[config.mk]
export PLATFORM = sky130hd
export DESIGN_NAME = nbt_scanner
export DESIGN_NICKNAME = d
export VERILOG_FILES = /design/src/rtl/nbt_pkg.sv /design/src/rtl/nbt_strobe_phy.sv /design/src/rtl/nbt_scan_seq.sv /design/src/rtl/nbt_bad_table.sv /design/src/rtl/nbt_scanner.sv
export SDC_FILE = /design/constraint.sdc
export NUM_CORES = 2
export LEC_CHECK = 0
export ABC_AREA = 0
export CORE_ASPECT_RATIO = 1.25
export CORE_UTILIZATION = 45
export DETAILED_ROUTE_END_ITERATION = 12
export PLACE_DENSITY_LB_ADDON = 0.15
export SLEW_MARGIN = 20
export SYNTH_ARGS = -nofsm -noshare
export SYNTH_HDL_FRONTEND = slang
export SYNTH_HIERARCHICAL = 1
export SYNTH_SLANG_ARGS = --single-unit
export TNS_END_PERCENT = 50
[constraint.sdc]
create_clock -name clk -period 2.9 [get_ports clk]
set_input_delay 0.58 -clock clk [delete_from_list [all_inputs] [get_ports clk]]
set_output_delay 0.58 -clock clk [all_outputs]
set_load 0.01 [all_outputs]
[src/rtl/nbt_pkg.sv]
// Package: shared types for the NAND invalid-block scanner.
// Assumes: an 8-bit flash data bus; all users import this package.
package nbt_pkg;

    // Kind of bus transfer requested from the strobe engine
    typedef enum logic [1:0] {
        XFER_CMD,
        XFER_ADDR,
        XFER_READ
    } xfer_kind_t;

    // Strobe engine phases
    typedef enum logic [1:0] {
        PH_IDLE,
        PH_SETUP,
        PH_LOW,
        PH_HIGH
    } phy_state_t;

    // Scan sequencer states
    typedef enum logic [3:0] {
        SQ_IDLE,
        SQ_CMD,
        SQ_COL,
        SQ_ROWLO,
        SQ_ROWHI,
        SQ_GUARD,
        SQ_WAITRB,
        SQ_READ,
        SQ_EVAL,
        SQ_DONE
    } seq_state_t;

    // Value of an erased (unmarked) flash byte
    localparam logic [7:0] ERASED_BYTE = 8'hFF;

endpackage

[src/rtl/nbt_strobe_phy.sv]
// Module: nbt_strobe_phy
// Runs one flash bus transfer at a time (command, address or read byte).
// Each transfer is one setup cycle, STROBE_LOW cycles with the strobe low,
// and STROBE_HIGH cycles with the strobe high. It then pulses ack for one
// cycle while back in idle.
// Assumes: req is held until ack and is dropped during the ack cycle.
module nbt_strobe_phy
    import nbt_pkg::*;
#(
    parameter int STROBE_LOW  = 2,
    parameter int STROBE_HIGH = 2
) (
    input  logic       clk,
    input  logic       rst_n,
    input  logic       req,
    input  xfer_kind_t kind,
    input  logic [7:0] wbyte,
    output logic       ack,
    output logic [7:0] rbyte,
    input  logic [7:0] io_i,
    output logic [7:0] io_o,
    output logic       io_oe,
    output logic       cle,
    output logic       ale,
    output logic       we_n,
    output logic       re_n
);

    localparam int CNT_MAX = (STROBE_LOW > STROBE_HIGH) ? STROBE_LOW : STROBE_HIGH;
    localparam int CNT_W   = $clog2(CNT_MAX + 1);
    localparam logic [CNT_W-1:0] LOW_LAST  = CNT_W'(STROBE_LOW - 1);
    localparam logic [CNT_W-1:0] HIGH_LAST = CNT_W'(STROBE_HIGH - 1);

    phy_state_t       st;
    xfer_kind_t       kind_q;
    logic [7:0]       byte_q;
    logic [CNT_W-1:0] cnt;
    logic             active;

    // Phase sequencing, byte capture and ack generation
    always_ff @(posedge clk) begin
        if (!rst_n) begin
            st     <= PH_IDLE;
            kind_q <= XFER_CMD;
            byte_q <= 8'h00;
            cnt    <= '0;
            ack    <= 1'b0;
            rbyte  <= 8'h00;
        end else begin
            ack <= 1'b0;
            case (st)
                PH_IDLE: begin
                    if (req) begin
                        kind_q <= kind;
                        byte_q <= wbyte;
                        st     <= PH_SETUP;
                    end
                end
                PH_SETUP: begin
                    cnt <= '0;
                    st  <= PH_LOW;
                end
                PH_LOW: begin
                    if (cnt == LOW_LAST) begin
                        if (kind_q == XFER_READ) begin
                            rbyte <= io_i;
                        end
                        cnt <= '0;
                        st  <= PH_HIGH;
                    end else begin
                        cnt <= cnt + 1'b1;
                    end
                end
                PH_HIGH: begin
                    if (cnt == HIGH_LAST) begin
                        st  <= PH_IDLE;
                        ack <= 1'b1;
                    end else begin
                        cnt <= cnt + 1'b1;
                    end
                end
                default: st <= PH_IDLE;
            endcase
        end
    end

    // Bus line decode from the registered phase and transfer kind
    always_comb begin
        active = (st != PH_IDLE);
        cle    = active && (kind_q == XFER_CMD);
        ale    = active && (kind_q == XFER_ADDR);
        we_n   = !((st == PH_LOW) && (kind_q != XFER_READ));
        re_n   = !((st == PH_LOW) && (kind_q == XFER_READ));
        io_oe  = active && (kind_q != XFER_READ);
        io_o   = io_oe ? byte_q : 8'h00;
    end

endmodule

[src/rtl/nbt_scan_seq.sv]
// Module: nbt_scan_seq
// Walks blocks 0..NUM_BLOCKS-1 and reads pages 0 and 1 of each. For each
// page it sends the spare-read command, the column, the row low byte and
// the row high byte, waits a guard time and then for ready, and reads one
// marker byte. After page 1 it writes the combined verdict for the block.
// Assumes: row = block*PAGES_PER_BLOCK + page fits in 16 bits.
module nbt_scan_seq
    import nbt_pkg::*;
#(
    parameter int         NUM_BLOCKS      = 1024,
    parameter int         PAGES_PER_BLOCK = 32,
    parameter logic [7:0] MARK_COL        = 8'd5,
    parameter logic [7:0] SPARE_CMD       = 8'h50,
    parameter int         BUSY_GUARD      = 4,
    localparam int        BLK_W           = $clog2(NUM_BLOCKS)
) (
    input  logic             clk,
    input  logic             rst_n,
    input  logic             start,
    input  logic             nand_rb,
    input  logic             phy_ack,
    input  logic [7:0]       phy_rbyte,
    output logic             phy_req,
    output xfer_kind_t       phy_kind,
    output logic [7:0]       phy_wbyte,
    output logic             ce_n,
    output logic             done,
    output logic             clr,
    output logic             wr_en,
    output logic [BLK_W-1:0] wr_idx,
    output logic             wr_bad
);

    localparam logic [BLK_W-1:0] LAST_BLK = BLK_W'(NUM_BLOCKS - 1);
    localparam int               GCNT_W   = $clog2(BUSY_GUARD + 1);
    localparam logic [GCNT_W-1:0] GUARD_LAST = GCNT_W'(BUSY_GUARD - 1);

    seq_state_t        st;
    logic [BLK_W-1:0]  blk;
    logic              pg;
    logic              bad_acc;
    logic [GCNT_W-1:0] gcnt;
    logic [15:0]       row;
    logic              page_bad;
    logic              idle_like;
    logic              bus_state;

    // Row address and marker verdict of the page in flight
    always_comb begin
        row       = 16'(blk) * 16'(PAGES_PER_BLOCK) + 16'(pg);
        page_bad  = (phy_rbyte != ERASED_BYTE);
        idle_like = (st == SQ_IDLE) || (st == SQ_DONE);
    end

    // Transfer request to the strobe engine, one per bus state
    always_comb begin
        bus_state = 1'b1;
        phy_kind  = XFER_ADDR;
        phy_wbyte = 8'h00;
        case (st)
            SQ_CMD: begin
                phy_kind  = XFER_CMD;
                phy_wbyte = SPARE_CMD;
            end
            SQ_COL:   phy_wbyte = MARK_COL;
            SQ_ROWLO: phy_wbyte = row[7:0];
            SQ_ROWHI: phy_wbyte = row[15:8];
            SQ_READ:  phy_kind  = XFER_READ;
            default:  bus_state = 1'b0;
        endcase
        phy_req = bus_state && !phy_ack;
    end

    // Status, table clear and table write strobes
    always_comb begin
        ce_n   = idle_like;
        done   = (st == SQ_DONE);
        clr    = start && idle_like;
        wr_en  = (st == SQ_EVAL) && pg;
        wr_idx = blk;
        wr_bad = bad_acc || page_bad;
    end

    // Scan state machine with block, page and guard counters
    always_ff @(posedge clk) begin
        if (!rst_n) begin
            st      <= SQ_IDLE;
            blk     <= '0;
            pg      <= 1'b0;
            bad_acc <= 1'b0;
            gcnt    <= '0;
        end else begin
            case (st)
                SQ_IDLE, SQ_DONE: begin
                    if (start) begin
                        blk     <= '0;
                        pg      <= 1'b0;
                        bad_acc <= 1'b0;
                        st      <= SQ_CMD;
                    end
                end
                SQ_CMD:   if (phy_ack) st <= SQ_COL;
                SQ_COL:   if (phy_ack) st <= SQ_ROWLO;
                SQ_ROWLO: if (phy_ack) st <= SQ_ROWHI;
                SQ_ROWHI: begin
                    if (phy_ack) begin
                        gcnt <= '0;
                        st   <= SQ_GUARD;
                    end
                end
                SQ_GUARD: begin
                    if (gcnt == GUARD_LAST) begin
                        st <= SQ_WAITRB;
                    end else begin
                        gcnt <= gcnt + 1'b1;
                    end
                end
                SQ_WAITRB: if (nand_rb) st <= SQ_READ;
                SQ_READ:   if (phy_ack) st <= SQ_EVAL;
                SQ_EVAL: begin
                    if (!pg) begin
                        bad_acc <= page_bad;
                        pg      <= 1'b1;
                        st      <= SQ_CMD;
                    end else if (blk == LAST_BLK) begin
                        st <= SQ_DONE;
                    end else begin
                        blk     <= blk + 1'b1;
                        pg      <= 1'b0;
                        bad_acc <= 1'b0;
                        st      <= SQ_CMD;
                    end
                end
                default: st <= SQ_IDLE;
            endcase
        end
    end

endmodule

[src/rtl/nbt_bad_table.sv]
// Module: nbt_bad_table
// One flag per block, cleared all at once by clr and set per block by the
// sequencer. Entry 0 and entries past NUM_BLOCKS are tied to 0 (block 0 is
// guaranteed valid). The read port is combinational.
// Assumes: clr and wr_en are never high in the same cycle.
module nbt_bad_table #(
    parameter int  NUM_BLOCKS = 1024,
    localparam int BLK_W      = $clog2(NUM_BLOCKS),
    localparam int TBL_N      = 1 << BLK_W
) (
    input  logic             clk,
    input  logic             rst_n,
    input  logic             clr,
    input  logic             wr_en,
    input  logic [BLK_W-1:0] wr_idx,
    input  logic             wr_bad,
    input  logic [BLK_W-1:0] rd_idx,
    output logic             rd_bad
);

    logic flags [TBL_N];

    for (genvar b = 0; b < TBL_N; b++) begin : g_entry
        if (b == 0 || b >= NUM_BLOCKS) begin : g_tied
            assign flags[b] = 1'b0;
        end else begin : g_flop
            logic q;
            // Per-block flag: cleared by reset or clr, loaded by its write
            always_ff @(posedge clk) begin
                if (!rst_n || clr) begin
                    q <= 1'b0;
                end else if (wr_en && (wr_idx == BLK_W'(b))) begin
                    q <= wr_bad;
                end
            end
            assign flags[b] = q;
        end
    end

    assign rd_bad = flags[rd_idx];

endmodule

[src/rtl/nbt_scanner.sv]
// Module: nbt_scanner (top)
// Power-up scan of a raw 8-bit NAND array for factory invalid-block markers.
// Ties the sequencer, the strobe engine and the result table together and
// holds write-protect asserted.
// Assumes: the spare marker byte sits at MARK_BYTE, past PAGE_MAIN main bytes.
module nbt_scanner #(
    parameter int         NUM_BLOCKS      = 1024,
    parameter int         PAGES_PER_BLOCK = 32,
    parameter int         PAGE_MAIN       = 512,
    parameter int         MARK_BYTE       = 517,
    parameter logic [7:0] SPARE_CMD       = 8'h50,
    parameter int         STROBE_LOW      = 2,
    parameter int         STROBE_HIGH     = 2,
    parameter int         BUSY_GUARD      = 4,
    localparam int        BLK_W           = $clog2(NUM_BLOCKS)
) (
    input  logic             clk,
    input  logic             rst_n,
    input  logic             start,
    output logic             done,
    input  logic [BLK_W-1:0] tbl_idx,
    output logic             tbl_bad,
    output logic             nand_ce_n,
    output logic             nand_cle,
    output logic             nand_ale,
    output logic             nand_we_n,
    output logic             nand_re_n,
    output logic             nand_wp_n,
    output logic [7:0]       nand_io_o,
    output logic             nand_io_oe,
    input  logic [7:0]       nand_io_i,
    input  logic             nand_rb
);

    import nbt_pkg::*;

    localparam logic [7:0] MARK_COL = 8'(MARK_BYTE - PAGE_MAIN);

    logic             phy_req;
    xfer_kind_t       phy_kind;
    logic [7:0]       phy_wbyte;
    logic             phy_ack;
    logic [7:0]       phy_rbyte;
    logic             tbl_clr;
    logic             tbl_wr_en;
    logic [BLK_W-1:0] tbl_wr_idx;
    logic             tbl_wr_bad;

    assign nand_wp_n = 1'b0;

    nbt_scan_seq #(
        .NUM_BLOCKS     (NUM_BLOCKS),
        .PAGES_PER_BLOCK(PAGES_PER_BLOCK),
        .MARK_COL       (MARK_COL),
        .SPARE_CMD      (SPARE_CMD),
        .BUSY_GUARD     (BUSY_GUARD)
    ) u_seq (
        .clk      (clk),
        .rst_n    (rst_n),
        .start    (start),
        .nand_rb  (nand_rb),
        .phy_ack  (phy_ack),
        .phy_rbyte(phy_rbyte),
        .phy_req  (phy_req),
        .phy_kind (phy_kind),
        .phy_wbyte(phy_wbyte),
        .ce_n     (nand_ce_n),
        .done     (done),
        .clr      (tbl_clr),
        .wr_en    (tbl_wr_en),
        .wr_idx   (tbl_wr_idx),
        .wr_bad   (tbl_wr_bad)
    );

    nbt_strobe_phy #(
        .STROBE_LOW (STROBE_LOW),
        .STROBE_HIGH(STROBE_HIGH)
    ) u_phy (
        .clk  (clk),
        .rst_n(rst_n),
        .req  (phy_req),
        .kind (phy_kind),
        .wbyte(phy_wbyte),
        .ack  (phy_ack),
        .rbyte(phy_rbyte),
        .io_i (nand_io_i),
        .io_o (nand_io_o),
        .io_oe(nand_io_oe),
        .cle  (nand_cle),
        .ale  (nand_ale),
        .we_n (nand_we_n),
        .re_n (nand_re_n)
    );

    nbt_bad_table #(
        .NUM_BLOCKS(NUM_BLOCKS)
    ) u_tbl (
        .clk   (clk),
        .rst_n (rst_n),
        .clr   (tbl_clr),
        .wr_en (tbl_wr_en),
        .wr_idx(tbl_wr_idx),
        .wr_bad(tbl_wr_bad),
        .rd_idx(tbl_idx),
        .rd_bad(tbl_bad)
    );

endmodule

# ---- Yosys cells after proc, flatten, opt, wreduce, memory -nomap -nowiden
# Index checks and enable logic that the tools add are counted.
dict set report totals {
  reg_bits 1065
  in_bits 22
  out_inout_bits 17
  elab_cells 3194
}
dict set report classes {
  addsub 4
  n_lt_le_gt_ge 1
  n_eq_ne 1057
  n_mux 40
  bitwise 1
  n_reduce_logical 1057
}
# op n
set op_table {}
lappend op_table {{$eq A10 B10 Y1 const B} 512}
lappend op_table {{$eq A10 B9 Y1 const B} 256}
lappend op_table {{$eq A10 B8 Y1 const B} 128}
lappend op_table {{$logic_and A1 B1 Y1} 1031}
lappend op_table {{$eq A10 B7 Y1 const B} 64}
lappend op_table {{$eq A10 B6 Y1 const B} 32}
lappend op_table {{$eq A10 B5 Y1 const B} 16}
lappend op_table {{$eq A10 B4 Y1 const B} 8}
lappend op_table {{$eq A10 B3 Y1 const B} 4}
lappend op_table {{$mux W4} 10}
lappend op_table {{$pmux W4 S9} 1}
lappend op_table {{$pmux W8 S4} 1}
lappend op_table {{$mux W10} 3}
lappend op_table {{$eq A10 B2 Y1 const B} 2}
lappend op_table {{$pmux W10 S2} 1}
lappend op_table {{$ne A2 B1 Y1 const B} 9}
lappend op_table {{$add A15 B1 Y16} 1}
lappend op_table {{$eq A4 B3 Y1 const B} 4}
lappend op_table {{$ne A2 B2 Y1 const B} 7}
lappend op_table {{$reduce_and A3 Y1} 4}
lappend op_table {{$ge A11 B11 Y1 const B} 1}
lappend op_table {{$not A10 Y11} 1}
lappend op_table {{$add A10 B1 Y10 const B} 1}
lappend op_table {{$bmux W1 S10} 1}
lappend op_table {{31 further kinds} 62}

# ---- Depth between registers and ports, before layout
dict set report depth {
  word_depth 6
  depth_mapped 13
  depth_no_buf 8
}

# ---- Hierarchy
# The synthesis kept the hierarchy.
# mod n_inst cells_per_inst area_per_inst_um2
set by_module_without_submodules {}
lappend by_module_without_submodules {nbt_bad_table 1 5999 48972.0}
lappend by_module_without_submodules {nbt_scan_seq 1 170 1437.6}
lappend by_module_without_submodules {nbt_strobe_phy 1 131 1053.5}
lappend by_module_without_submodules {nbt_scanner 1 2 11.3}

# ---- Least setup slack after synthesis
# No wires, ideal clock.
dict set report synth_path {
  kind {in2out}
  start {input port tbl_idx[1]}
  end {output port tbl_bad}
  arrival_ns 2.461
  required_ns 2.320
  setup_slack_ns -0.141
  cell_stages 8
  path_cell_list {buf_4 -> buf_1 -> mux4_2 -> mux4_2 -> a221oi_1 -> o21ai_1 -> nand4b_1 -> nand3_1}
}
dict set report synth_via {
  elab_chain_cells 4
}
# item line_no
set synth_rtl {}
lappend synth_rtl {{from (decl)} nbt_scanner.sv:21} ;# input logic [BLK_W-1:0] tbl_idx,
lappend synth_rtl {{$not A10 Y11 (not written as such)} nbt_bad_table.sv:40} ;# assign rd_bad = flags[rd_idx];
lappend synth_rtl {{$bmux W1 S10} nbt_bad_table.sv:40}
lappend synth_rtl {{$mux W1 (not written as such) (2 in series)} nbt_bad_table.sv:40}
lappend synth_rtl {{to (decl)} nbt_scanner.sv:22} ;# output logic tbl_bad,
# Every way passes these cells. The select of a mux whose other input is x is not followed.

# ---- Worst setup path in the final report
dict set report layout_path {
  start {input port tbl_idx[5]}
  end {output port tbl_bad}
}
# Same word-level chain as after synthesis.

==> results.md <==
* Cell area after synthesis at 0.0515 sq mm
* First-pass GRT wire length at 320000 um
* Synth async-reset ratio at 0
* Max Buffers Root-to-Sink at 3
* Final setup violation count at 1
* Post-layout min period at 3.94 ns
* Met1 Wirelength at ~81000 um
* Final hold vios at 0
* Hold-fix buffers, CTS at 0
* Number of global-route vias before repair at between 40000 and 50000
* Max-cap violations at 0
* Clock Sinks at 1065
* Length of routed met2 wiring at 94000 um
* Min Hold Slack at between 0.4 and 0.5 ns
* Dpl hpwl at 139000 um
* Register area share after synthesis at 0.414
* Clock tree root driver cell: clkbuf_16
* Pin slew with the least headroom to its limit at ~0.93 ns
* Syn nets at about 6300
* Final Skew at 0.0290 ns
* Final instance area at 0.0600 sq mm
* CTS clk-pin slew, worst paths at 0.06 ns
* CP peak stage delay at 0.40 ns
* Critical path type: input pin to primary output
* Max Slew Vio Count at 0
* Top routing layer used: met5
* Port Buf Inserts at 37
* Met3 wire len at 21700 um
* Grt ovf at 0
* # DRC at 0
* Unique masters post-synth at 85
* Number of flops mapped to enable cells by yosys at 0
* Crit path max-delay family: buffers and inverters
* Nets at 6331
* Synth Flop Type: dfxtp_1
* Reg2Reg Setup Slack at 0.16 ns
* Total Routing Usage GR at 0.360
* Post-synth top area share at 0.414
* Syn Inst Count at 6302
* Vias per inst at 6.65
* Avg WL per Cell at 27.4 um
* Total Routed Length at 215000 um
* VDD IR max at between 500 and 600 uV
* Starting Density at 0.454
* H-Tree Level Count at 3
* First-pass DRT Iterations at 6
* RSZ-0062 raised after global routing: yes
* Layout cells sized above 1 at 0.152
* Pre-CTS WS at -1.78 ns
* FMAX at ~250 MHz
* Final period util at 1.36
* Slew headroom at 0.381
* Required time worst endpoint at 2.32 ns
* Placed Area at roughly 0.056 sq mm
* Die Span X at between 300 and 400 um
* Cell mode on critical path: buf_4
* Die area at 0.116 sq mm
* WP buf/inv at 6
* Core box area at 0.113 sq mm
* Iter 0 DRT Violations at 6160
* # rows at 138
* CTS tree: yes
* Total CTS buffers at 111
* Worst-skew pair later-pin latency at 0.75 ns
* Pwr Density at 568 mW/mm^2
* Yosys warnings at 6
* Post-CTS Setup Inserts at 0
* CP cell instances: clkdlybuf4s50_1 > buf_4 > buf_4 > nor2b_2 > buf_4 > nand2_1 > a221oi_1 > o21ai_0 > buf_4 > nand3b_1 > a211oi_1 > a211oi_2 > nand3_2 > buf_6
* Post-synth top area cell: dfxtp_1
* IO Pins at 39
* Status: finished, violations left
* Slowest-stage cell, CP: clkdlybuf4s50_1
* Crit path capture type: primary output
* Crit-path max FO at 8
* Failing checks: negative setup slack
* Initial antenna violation count at 9
* Syn avg cell area at 8.17 sq um
* Die Ht at 380 um
* Worst min-delay path class: input pin to flop
* Static leakage at 18.5 nW
* CP Launch Type: input pin
* Area grow syn2layout at 16.6%
* Final setup slack of the worst path at -1.04 ns
* DR vias at between 50000 and 60000
* Dominant cells by area after synthesis: dfxtp_1, a21oi_1, o21ai_0, nand3_1, mux4_2
* Largest net degree at the start of global routing at 134
* GP Congestion at 0.958
* Arr. time, crit path at 3.36 ns
* FF+latch count, synth at 1065
* Routed Antenna Nets at 0
[per-stage QoR]
step	TNS [ns]	instances	util	power [mW]
finish	-1.04	7862	0.530	34.1
global route	-1.06	7858	0.530	34.9
CTS	-1.03	7857	0.529	34.0
detailed placement	-1.78	7657	0.495	19.2
global placement	-1.79	7657	0.495	19.2
floorplan	-0.0878	6302	-	17.5
[registers in the layout, indices dropped and copies added, names as in the netlist]
register                count
u_tbl/g_entry.g_flop.q   1023
u_seq/wr_idx               10
u_phy/byte_q                8
u_phy/rbyte                 8
u_seq/st                    4
u_seq/gcnt                  3
u_phy/cnt                   2
u_phy/kind_q                2
u_phy/st                    2
u_phy/ack                   1
u_seq/bad_acc               1
u_seq/pg                    1
[cell type report]
| class | count | area [sq um] |
|---|---|---|
| multi-input cells | 4576 | 27700 |
| flip-flops and latches | 1065 | 21300 |
| diodes | 5 | 12.5 |
| clock inverters | 35 | 455 |
| well taps | 1470 | 1840 |
| clock buffers | 165 | 3310 |
| fillers | 10800 | 53200 |
| repair buffers | 528 | 5330 |
| inverters | 18 | 67.6 |
[logic make-up after synthesis]
kind of cell | after synthesis | synth area share
multiplexers | 339 | 0.118
XOR/XNOR | 1 | 0.000170
AND/OR/NAND/NOR | 1901 | 0.174
adder cells (fa/ha/maj) | 10 | 0.00241
buffers and inverters | 662 | 0.0550
other | 1 | 0.0000729
AO/OA/AOI/OAI | 2323 | 0.236
flip-flops | 1065 | 0.414
[final timing paths]
| path | start | end | cells after the start |
|---|---|---|---|
| worst max-delay path | tbl_idx[5] | tbl_bad | 14 |
| worst min-delay path | nand_io_i[1] | u_phy/rbyte[1] | 3 |
| worst max register to register | u_seq/wr_idx[0] | u_tbl/g_entry[465].g_flop.q | 6 |
| worst min register to register | u_phy/byte_q[0] | u_phy/byte_q[0] | 2 |
[layer usage]
layer  up-vias  global-route usage
met5         -                   0
met4        10               0.288
met3       804              0.0680
met2      3149               0.544
met1     25200               0.450
li1      23100                   -
[synth_stat cells (25+ instances only)]
library cell     n
buf_2           29
nor3_1          30
a21oi_1       1085
buf_1           45
o22ai_1         33
mux2i_1        125
nor2_1         317
o221ai_1        39
mux4_2         206
clkbuf_1       528
a22oi_1         25
nand3_1       1057
o21ai_0       1065
nand2_1        361
dfxtp_1       1065
[worst min-delay path, cell delays in order]
cell and delay (ns):
clkdlybuf4s50_1 0.39, nand2_1 0.05, o21ai_0 0.06
[power by group]
| group | internal (mW) | total, mW | switching [mW] |
|---|---|---|---|
| clock network | 8.74 | 15.1 | 6.32 |
| registers | 14.7 | 14.8 | 0.0777 |
| logic | 1.39 | 4.27 | 2.88 |
| total | 24.8 | 34.1 | 9.28 |
[what timing repair did]
item	in CTS	in global routing
pin swaps	7	3
gates cloned	1	0
gates resized for setup	35	15
setup endpoints to repair	12	7
[cells in the final DEF (no fill, tap or decap), drive strengths merged, types with 9 or more instances in the layout]
cell type         n
a22oi            25
a31oi             9
nor2            319
clkdlybuf4s50    29
clkbuf          165
nor4             10
ha                9
dfxtp          1065
a21oi          1086
clkinv           22
nand3          1057
mux4            212
and2             18
o22ai            33
nand2           361
nor3             30
and3             11
nand2b           17
mux2i           125
nand4            16
inv              21
bufinv           10
nor2b            23
o21ai          1069
buf             497
o221ai           39
No activity file was read; power rests on OpenSTA's default activity.
